<file path="src/rtl/eic_pkg.sv">
package eic_pkg;
    localparam int DATA_W    = 32;
    localparam int ERR_LO    = 8;
    localparam int ERR_HI    = 30;
    localparam int ERR_W     = ERR_HI - ERR_LO + 1;
    localparam int MULTI_BIT = 31;
    localparam int NUM_GRP   = 7;
    localparam int ADDR_W    = 2;

    localparam logic [ADDR_W-1:0] ADR_STATUS = 2'd0;
    localparam logic [ADDR_W-1:0] ADR_ENABLE = 2'd1;
    localparam logic [ADDR_W-1:0] ADR_CLEAR  = 2'd2;
    localparam logic [ADDR_W-1:0] ADR_ROUTE  = 2'd3;

    // error bits that drive the fatal output: 13, 14, 22..29
    localparam logic [DATA_W-1:0] FATAL_MASK = 32'h3FC0_6000;

    function automatic logic [DATA_W-1:0] grp_mask(input int g);
        case (g)
            0:       return 32'h0000_FD00;
            1:       return 32'h4001_0000;
            2:       return 32'h003E_0000;
            3:       return 32'h0B80_0000;
            4:       return 32'h1400_0200;
            5:       return 32'h2040_0000;
            6:       return 32'h8000_0000;
            default: return '0;
        endcase
    endfunction
endpackage

</file>
<file path="src/rtl/eic_status_core.sv">
module eic_status_core
    import eic_pkg::*;
#(
    parameter int NUM_LINES = 8
) (
    input  logic                 clk,
    input  logic                 rst_n,
    input  logic [ERR_W-1:0]     evt_i,
    input  logic [NUM_LINES-1:0] line_i,
    input  logic                 clr_we_i,
    input  logic [NUM_GRP-1:0]   clr_sel_i,
    output logic [DATA_W-1:0]    status_o
);
    typedef struct packed {
        logic [DATA_W-1:0] status;
    } core_t;

    core_t st_d, st_q;
    logic [DATA_W-1:0] evt_vec;
    logic [DATA_W-1:0] clr_mask;
    logic              multi_hit;

    always_comb begin
        evt_vec = '0;
        evt_vec[ERR_HI:ERR_LO] = evt_i;
        clr_mask = '0;
        if (clr_we_i) begin
            for (int g = 0; g < NUM_GRP; g++) begin
                if (clr_sel_i[g]) clr_mask = clr_mask | grp_mask(g);
            end
        end
        multi_hit = |(evt_vec & st_q.status);
        st_d = st_q;
        st_d.status = (st_q.status & ~clr_mask) | evt_vec;
        st_d.status[MULTI_BIT] = (st_q.status[MULTI_BIT] & ~clr_mask[MULTI_BIT]) | multi_hit;
        st_d.status[NUM_LINES-1:0] = line_i;
    end

    always_ff @(posedge clk) begin
        if (!rst_n) st_q <= '0;
        else        st_q <= st_d;
    end

    assign status_o = st_q.status;

    // a pulsed cause is set after the edge, even under a clear
    a_r2_evt_sets: assert property (@(posedge clk) disable iff (!rst_n)
        (evt_i != '0) |=> ((status_o[ERR_HI:ERR_LO] & $past(evt_i)) == $past(evt_i)));

    // repeat hit raises the multi-error flag
    a_r3_multi: assert property (@(posedge clk) disable iff (!rst_n)
        ((evt_i & status_o[ERR_HI:ERR_LO]) != '0) |=> status_o[MULTI_BIT]);

    // without a clear write, error bits never fall
    a_r4_sticky: assert property (@(posedge clk) disable iff (!rst_n)
        !clr_we_i |=> ((status_o[DATA_W-1:ERR_LO] & $past(status_o[DATA_W-1:ERR_LO]))
                       == $past(status_o[DATA_W-1:ERR_LO])));
endmodule

</file>
<file path="src/rtl/eic_route_table.sv">
module eic_route_table #(
    parameter int NUM_LINES = 8,
    parameter int DEV_W     = 3
) (
    input  logic                       clk,
    input  logic                       rst_n,
    input  logic                       we_i,
    input  logic [NUM_LINES*DEV_W-1:0] wdata_i,
    input  logic [NUM_LINES-1:0]       pend_i,
    output logic [NUM_LINES*DEV_W-1:0] route_o,
    output logic [DEV_W-1:0]           dev_o
);
    localparam int TBL_W = NUM_LINES * DEV_W;

    typedef struct packed {
        logic [TBL_W-1:0] tbl;
    } rt_t;

    rt_t rt_d, rt_q;
    logic [DEV_W-1:0] field [NUM_LINES];

    genvar n;
    generate
        for (n = 0; n < NUM_LINES; n++) begin : g_field
            assign field[n] = rt_q.tbl[n*DEV_W +: DEV_W];
        end
    endgenerate

    always_comb begin
        rt_d = rt_q;
        if (we_i) rt_d.tbl = wdata_i;
    end

    always_ff @(posedge clk) begin
        if (!rst_n) rt_q <= '0;
        else        rt_q <= rt_d;
    end

    always_comb begin
        dev_o = '0;
        for (int i = NUM_LINES - 1; i >= 0; i--) begin
            if (pend_i[i]) dev_o = field[i];
        end
    end

    assign route_o = rt_q.tbl;

    // line 0 pending always wins
    a_r9_prio0: assert property (@(posedge clk) disable iff (!rst_n)
        pend_i[0] |-> (dev_o == route_o[DEV_W-1:0]));
    // nothing pending gives device 0
    a_r9_idle: assert property (@(posedge clk) disable iff (!rst_n)
        (pend_i == '0) |-> (dev_o == '0));
endmodule

</file>
<file path="src/rtl/grp_err_irq.sv">
module grp_err_irq
    import eic_pkg::*;
#(
    parameter int NUM_LINES = 8,
    parameter int DEV_W     = 3
) (
    input  logic                 clk,
    input  logic                 rst_n,
    input  logic                 reg_we,
    input  logic [ADDR_W-1:0]    reg_addr,
    input  logic [DATA_W-1:0]    reg_wdata,
    output logic [DATA_W-1:0]    reg_rdata,
    input  logic [ERR_W-1:0]     err_evt_i,
    input  logic [NUM_LINES-1:0] dev_line_i,
    output logic                 irq_o,
    output logic                 fatal_o,
    output logic [DEV_W-1:0]     irq_dev_o
);
    localparam int TBL_W = NUM_LINES * DEV_W;

    typedef struct packed {
        logic [DATA_W-1:0] enable;
    } top_t;

    top_t tp_d, tp_q;
    logic [DATA_W-1:0] status;
    logic [TBL_W-1:0]  route;
    logic              clr_we, route_we;

    assign clr_we   = reg_we && (reg_addr == ADR_CLEAR);
    assign route_we = reg_we && (reg_addr == ADR_ROUTE);

    always_comb begin
        tp_d = tp_q;
        if (reg_we && (reg_addr == ADR_ENABLE)) tp_d.enable = reg_wdata;
    end

    always_ff @(posedge clk) begin
        if (!rst_n) tp_q <= '0;
        else        tp_q <= tp_d;
    end

    eic_status_core #(.NUM_LINES(NUM_LINES)) u_status (
        .clk       (clk),
        .rst_n     (rst_n),
        .evt_i     (err_evt_i),
        .line_i    (dev_line_i),
        .clr_we_i  (clr_we),
        .clr_sel_i (reg_wdata[NUM_GRP-1:0]),
        .status_o  (status)
    );

    eic_route_table #(.NUM_LINES(NUM_LINES), .DEV_W(DEV_W)) u_route (
        .clk     (clk),
        .rst_n   (rst_n),
        .we_i    (route_we),
        .wdata_i (reg_wdata[TBL_W-1:0]),
        .pend_i  (status[NUM_LINES-1:0] & tp_q.enable[NUM_LINES-1:0]),
        .route_o (route),
        .dev_o   (irq_dev_o)
    );

    assign irq_o   = |(status & tp_q.enable);
    assign fatal_o = |(status & FATAL_MASK);

    always_comb begin
        case (reg_addr)
            ADR_STATUS: reg_rdata = status;
            ADR_ENABLE: reg_rdata = tp_q.enable;
            ADR_ROUTE:  reg_rdata = {{(DATA_W-TBL_W){1'b0}}, route};
            default:    reg_rdata = '0;
        endcase
    end

    // nothing enabled, no interrupt
    a_r7_no_enable: assert property (@(posedge clk) disable iff (!rst_n)
        (tp_q.enable == '0) |-> !irq_o);
    // a pulse on a fatal cause raises fatal on the next cycle
    a_r6_fatal_evt: assert property (@(posedge clk) disable iff (!rst_n)
        ((err_evt_i & FATAL_MASK[ERR_HI:ERR_LO]) != '0) |=> fatal_o);
endmodule

</file>
<file path="config.mk">
export PLATFORM = sky130hd
export DESIGN_NAME = grp_err_irq
export DESIGN_NICKNAME = d
export VERILOG_FILES = /design/src/rtl/eic_pkg.sv /design/src/rtl/eic_status_core.sv /design/src/rtl/eic_route_table.sv /design/src/rtl/grp_err_irq.sv
export SDC_FILE = /design/constraint.sdc
export NUM_CORES = 1
export LEC_CHECK = 0
export ABC_AREA = 1
export ABC_CLOCK_PERIOD_IN_PS = 2500
export BUFFER_PORTS_ARGS = -buffer_cell sky130_fd_sc_hd__buf_2
export CELL_PAD_IN_SITES_DETAIL_PLACEMENT = 1
export CELL_PAD_IN_SITES_GLOBAL_PLACEMENT = 2
export CORE_UTILIZATION = 32
export CTS_BUF_LIST = sky130_fd_sc_hd__clkbuf_8
export CTS_CLUSTER_SIZE = 12
export DETAILED_ROUTE_END_ITERATION = 10
export PLACE_DENSITY = 0.9
export SYNTH_ARGS = -nofsm -noshare
export SYNTH_HDL_FRONTEND = slang
export SYNTH_SLANG_ARGS = --single-unit
</file>
<file path="constraint.sdc">
create_clock -name clk -period 2.5 [get_ports clk]
set_input_delay 0.375 -clock clk [delete_from_list [all_inputs] [get_ports clk]]
set_output_delay 0.375 -clock clk [all_outputs]
set_load 0.02 [all_outputs]
</file>
-- Word level (Yosys, flattened, before mapping)
Cells that the tools add are included.
- word-level logic and storage cells: 63
- register bits: 88
- eq/ne operators: 3
- muxes and demuxes: 35
- reduce and logical (&&, ||, !) cells: 7
- bitwise logic cells: 15
- operators by type and width (operator ; number):
    2-to-1 mux 32 bit ; 25
    OR 32 bit ; 6
    one-hot mux 32 bit (3 select lines) ; 1
    OR reduction 32 bit ; 2
    AND 31 x 32 -> 32 bit ; 1
    AND 32 bit ; 1
    AND 31 bit ; 1
    NOT 31 bit ; 1
    OR 31 bit ; 1
    2-to-1 mux 3 bit ; 8
    2-to-1 mux 16 bit ; 1
    OR reduction 10 bit ; 1
    AND 8 bit ; 1
    equality test 2 bit, second input constant ; 2
    logical AND 1 bit ; 3
    equality test 2 x 1 -> 1 bit, second input constant ; 1
    logical NOT 2 bit ; 1
    AND 1 bit ; 1
    NOT 1 bit ; 1
    OR 1 bit ; 1

-- Depth between registers and ports, before layout
- depth in word-level cells: 24
- depth in mapped cells: 11
- gate-level depth less buffers: 11

-- Cells and area by module
Synthesis repeated with hierarchy kept, for this count alone.
- cell total of the unflattened synthesis: 630
- area, all modules: 4202.8 um^2
- modules (own cells, without submodules) (module ; times used ; seq. area each (um^2) ; area an instance (um^2) ; cells each):
    grp_err_irq ; 1 ; 640.6 ; 1988.2 ; 318
    eic_status_core ; 1 ; 640.6 ; 1171.1 ; 157
    eic_route_table ; 1 ; 480.5 ; 1043.5 ; 155

-- Worst setup path after synthesis
OpenSTA, ideal clock, no wires.
- kind: input-to-output
- start point: in reg_addr[1]
- end point: out reg_rdata[15]
- setup slack: 848 ps
- arrival time: 1277 ps
- required time: 2125 ps
- stages: 4
- cell sequence: nor2_4 > clkinv_1 > buf_2 > o221ai_1
- word-level cells in the longest chain between the ends: 2
- elaborated cells between the ends (all ways): 4
- ends and longest elaborated chain (what ; RTL line ; text):
    from (decl) ; grp_err_irq.sv:10 ; input logic [ADDR_W-1:0] reg_addr,
    equality test 2 bit, or another cell as far along ; grp_err_irq.sv:67 ; case (reg_addr)
    one-hot mux 32 bit (3 select lines) (*) ; grp_err_irq.sv:67 ;
    to (decl) ; grp_err_irq.sv:12 ; output logic [DATA_W-1:0] reg_rdata,
Every way passes the cells marked *; elsewhere a longest branch is shown, timed or not.

-- Worst setup path in the final report
- start point: reg u_status.st_q (netlist bit u_status.status_o[27])
- end point: out irq_o
- word-level cells in the longest chain between the ends: 2
- ends and longest elaborated chain (what ; RTL line ; text):
    from (decl) ; eic_status_core.sv:18 ; core_t st_d, st_q;
    from (signal assigned) ; eic_status_core.sv:41 ; else st_q <= st_d;
    AND 32 bit ; grp_err_irq.sv:63 ; assign irq_o = |(status & tp_q.enable);
    OR reduction 32 bit ; grp_err_irq.sv:63 ;
    to (decl) ; grp_err_irq.sv:15 ; output logic irq_o,
No other way between the ends.

==> results.py <==
metrics = {
    "global_routing": {
        "antenna_found_initial": 0,
        "grt-ovfl-total": 0,
        "grt_util_all_layers_pct": 23.7,
        "first_global_vias": 4394,
        "grt_start_max_net_pins": 45,
        "grt_first_pass_wirelength_um": 23000,
    },
    "hold_path": {
        "hp-class": "primary input to flop",
        "hp-start": "dev_line_i[1]",
        "worstHoldPathCells": 3,
        "worstHoldEndpoint": "u_status.status_o[1]$_SDFF_PN0_",
    },
    "floorplanning": {
        "die_area_mm2": 0.0130,
        "io_pins": 105,
        "start_util_pct": 33.1,
        "die_h_um": 114,
        "rows": 40,
        "die_w_um": 114,
        "coreArea_mm2": 0.0121,
    },
    "drt": {
        "initialDrtViolationCount": 237,
        "drc_errors": 0,
        "firstDrtPassIters": 4,
        "vias": 4272,
        "drt-wirelength-per-cell_um": 17.6,
        "viasPerCell": 5.13,
        "ant_nets": 0,
        "wl_um": 14700,
    },
    "timing": {
        "finalCriticalPeriod_ns": 2.26,
        "post-route-period-util_pct": 90.6,
        "fmax_ghz": 0.442,
        "finalSetupViolCount": 0,
        "worst_pin_slew_ns": 0.798,
        "slew_headroom_pct": 46.8,
        "rsz0062_at_grt": "false",
        "final_max_slew_viol_count": 0,
        "hold_viol_final": 0,
        "clock_skew_ns": 0.00687,
        "fin_setup_tns_ns": 0,
    },
    "clock_network": {
        "clock_path_buffers": 2,
        "clkTransAtPathRegs_ns": 0.09,
        "cts_tree": "done",
        "ctsHoldBuffers": 0,
        "cts_resized": 0,
        "ctsRootBufferMaster": "clkbuf_8",
        "cts_buffers": 9,
        "htree_levels": 3,
        "clock_latency_ns": 0.38,
        "clock_sinks": 88,
        "post_cts_buffers": 0,
    },
    "placed_design": {
        "io_buffers": 104,
        "place.gp.congestion": 0.844,
        "dp.final_hpwl_um": 11400,
    },
    "finish": {
        "area_delta_synth_final_pct": 22.0,
        "fillers": 1596,
        "layout.nets": 729,
        "post-route-util_pct": 40.3,
        "n_antenna_cell": 0,
        "drive_gt1_share_pct": 19.2,
    },
    "synthesis": {
        "syn_area_mm2": 0.00401,
        "synthCells": 566,
        "synth_cell_type_count": 22,
        "ys_seq_area_share_pct": 44.0,
        "syn_avg_cell_area_um2": 7.08,
        "ys_seq_elements": 88,
        "syn-num-nets": 634,
        "yosysWarnings": 0,
    },
    "worst_setup_path": {
        "startpoint_type": "flop",
        "cp.arrival_ns": 1.89,
        "path_depth": 5,
        "critPathSlowestCell": "nor4_1",
        "r2r-end": "u_status.status_o[31]$_SDFF_PN0_",
        "required_ns": 2.12,
        "end_kind": "primary output",
        "cp_max_fo": 4,
        "slowest_delay_ns": 0.49,
        "worstPathBufferInverterCount": 2,
        "crit_family": "simple AND/OR/NAND/NOR gates",
        "reg2reg_slack_ns": 1.24,
        "reg2regPathDepth": 6,
        "critPathKind": "flop to primary output",
        "regToRegStartpoint": "u_status.status_o[14]$_SDFF_PN0_",
        "worstPathCellList": "inv_1 > o21ai_0 > nor4_1 > nand4_1 > buf_2",
    },
    "power_and_ir_drop": {
        "vdd_ir_drop_max_mv": 0.234,
        "p_leak_nw": 2.23,
        "power_density_mw_per_mm2": 635,
    },
    "job": {
        "cap_viol_max_count": 0,
    },
    "run_status": {
        "status": "complete, no violations",
    },
}
==> synth_stat cells (all sizes together) <==
| cell type | number | area share [%] |
|---|---|---|
| clkinv | 1 | 0.094 |
| dfxtp | 88 | 44 |
| a22o | 3 | 0.66 |
| inv | 103 | 9.7 |
| o21ai | 72 | 9.0 |
| o221ai | 24 | 5.2 |
| buf | 14 | 1.7 |
| nand2 | 101 | 9.5 |
| nor2 | 23 | 2.4 |
| a221oi | 3 | 0.66 |
| clkbuf | 13 | 1.2 |
| nand4 | 4 | 0.62 |
| o22ai | 14 | 2.2 |
| nor4 | 5 | 0.78 |
| a21oi | 87 | 11 |
| nand3 | 11 | 1.4 |
==> registers in the layout, summed over array words and instances (netlist names) <==
signal,cells
tp_q,32
u_route.route_o,24
u_status.status_o,32
==> logic make-up after synthesis <==
| family | share of synthesized area, % |
|---|---|
| buffers and inverters | 12.7 |
| DFF | 44.0 |
| AOI/OAI and AO/OA | 28.6 |
| and+or+nand+nor | 14.7 |
==> layer usage <==
metal	routed length, µm	track usage, %	up-vias
li1	-	-	2073
met1	6870	31.1	2062
met2	6860	38.5	116
met3	658	3.72	21
met4	300	10.2	0
met5	0	0	-
==> cells in the final DEF (no fill, tap or decap), types with 11 or more instances in the layout <==
cell,count
buf_2,104
dfxtp_1,88
o21ai_0,70
o22ai_1,14
inv_1,104
nand3_1,11
nand2_1,100
a21oi_1,87
nor2_1,21
o221ai_1,24
==> report_power, final <==
part	internal, W	total (W)	switching, W
clock	0.000547	0.00107	0.000522
sequential	0.00148	0.00154	0.0000568
combinational	0.000169	0.000494	0.000325
total	0.00220	0.00310	0.000903
==> worst register-to-register path, delay by kind of cell (launching register included) <==
kind,cells,cell delay (ns)
compound gates,2,0.38
simple gates,4,0.36
flops,1,0.36
==> final cells by class <==
class | count | area, µm² | area share (%)
well taps | 168 | 210 | 4.30
clock inverters | 6 | 78.8 | 1.61
repair buffers | 111 | 586 | 12.0
clock buffers | 9 | 124 | 2.54
multi-input cells | 347 | 1740 | 35.5
flip-flops and latches | 88 | 1760 | 36.1
inverters | 104 | 390 | 7.99
==> how the worst max path moves through the flow <==
stage                                                 from            end
after floorplan                                reg_addr[1]  reg_rdata[15]
after global placement                         reg_addr[0]  reg_rdata[20]
after detailed placement                       reg_addr[0]   reg_rdata[7]
after CTS                  u_status.status_o[7]$_SDFF_PN0_   irq_dev_o[0]
after global routing       u_status.status_o[7]$_SDFF_PN0_   irq_dev_o[0]
final                     u_status.status_o[27]$_SDFF_PN0_          irq_o
==> through the flow <==
step / worst slack [ns] / total power, W / instances / instance area [µm²] / hold WS, ns
after detailed placement: 0.448 / 0.00206 / 818 / 4680 / 0.465
final: 0.235 / 0.00310 / 833 / 4890 / 0.174
after global placement: 0.513 / 0.00205 / 818 / 4680 / 0.447
after CTS: 0.214 / 0.00313 / 833 / 4890 / 0.164
after global routing: 0.0879 / 0.00325 / 833 / 4890 / 0.167
after floorplan: 0.848 / 0.00184 / 566 / 4010 / 0.439
Note: power is estimated with default switching activity, not from simulation.
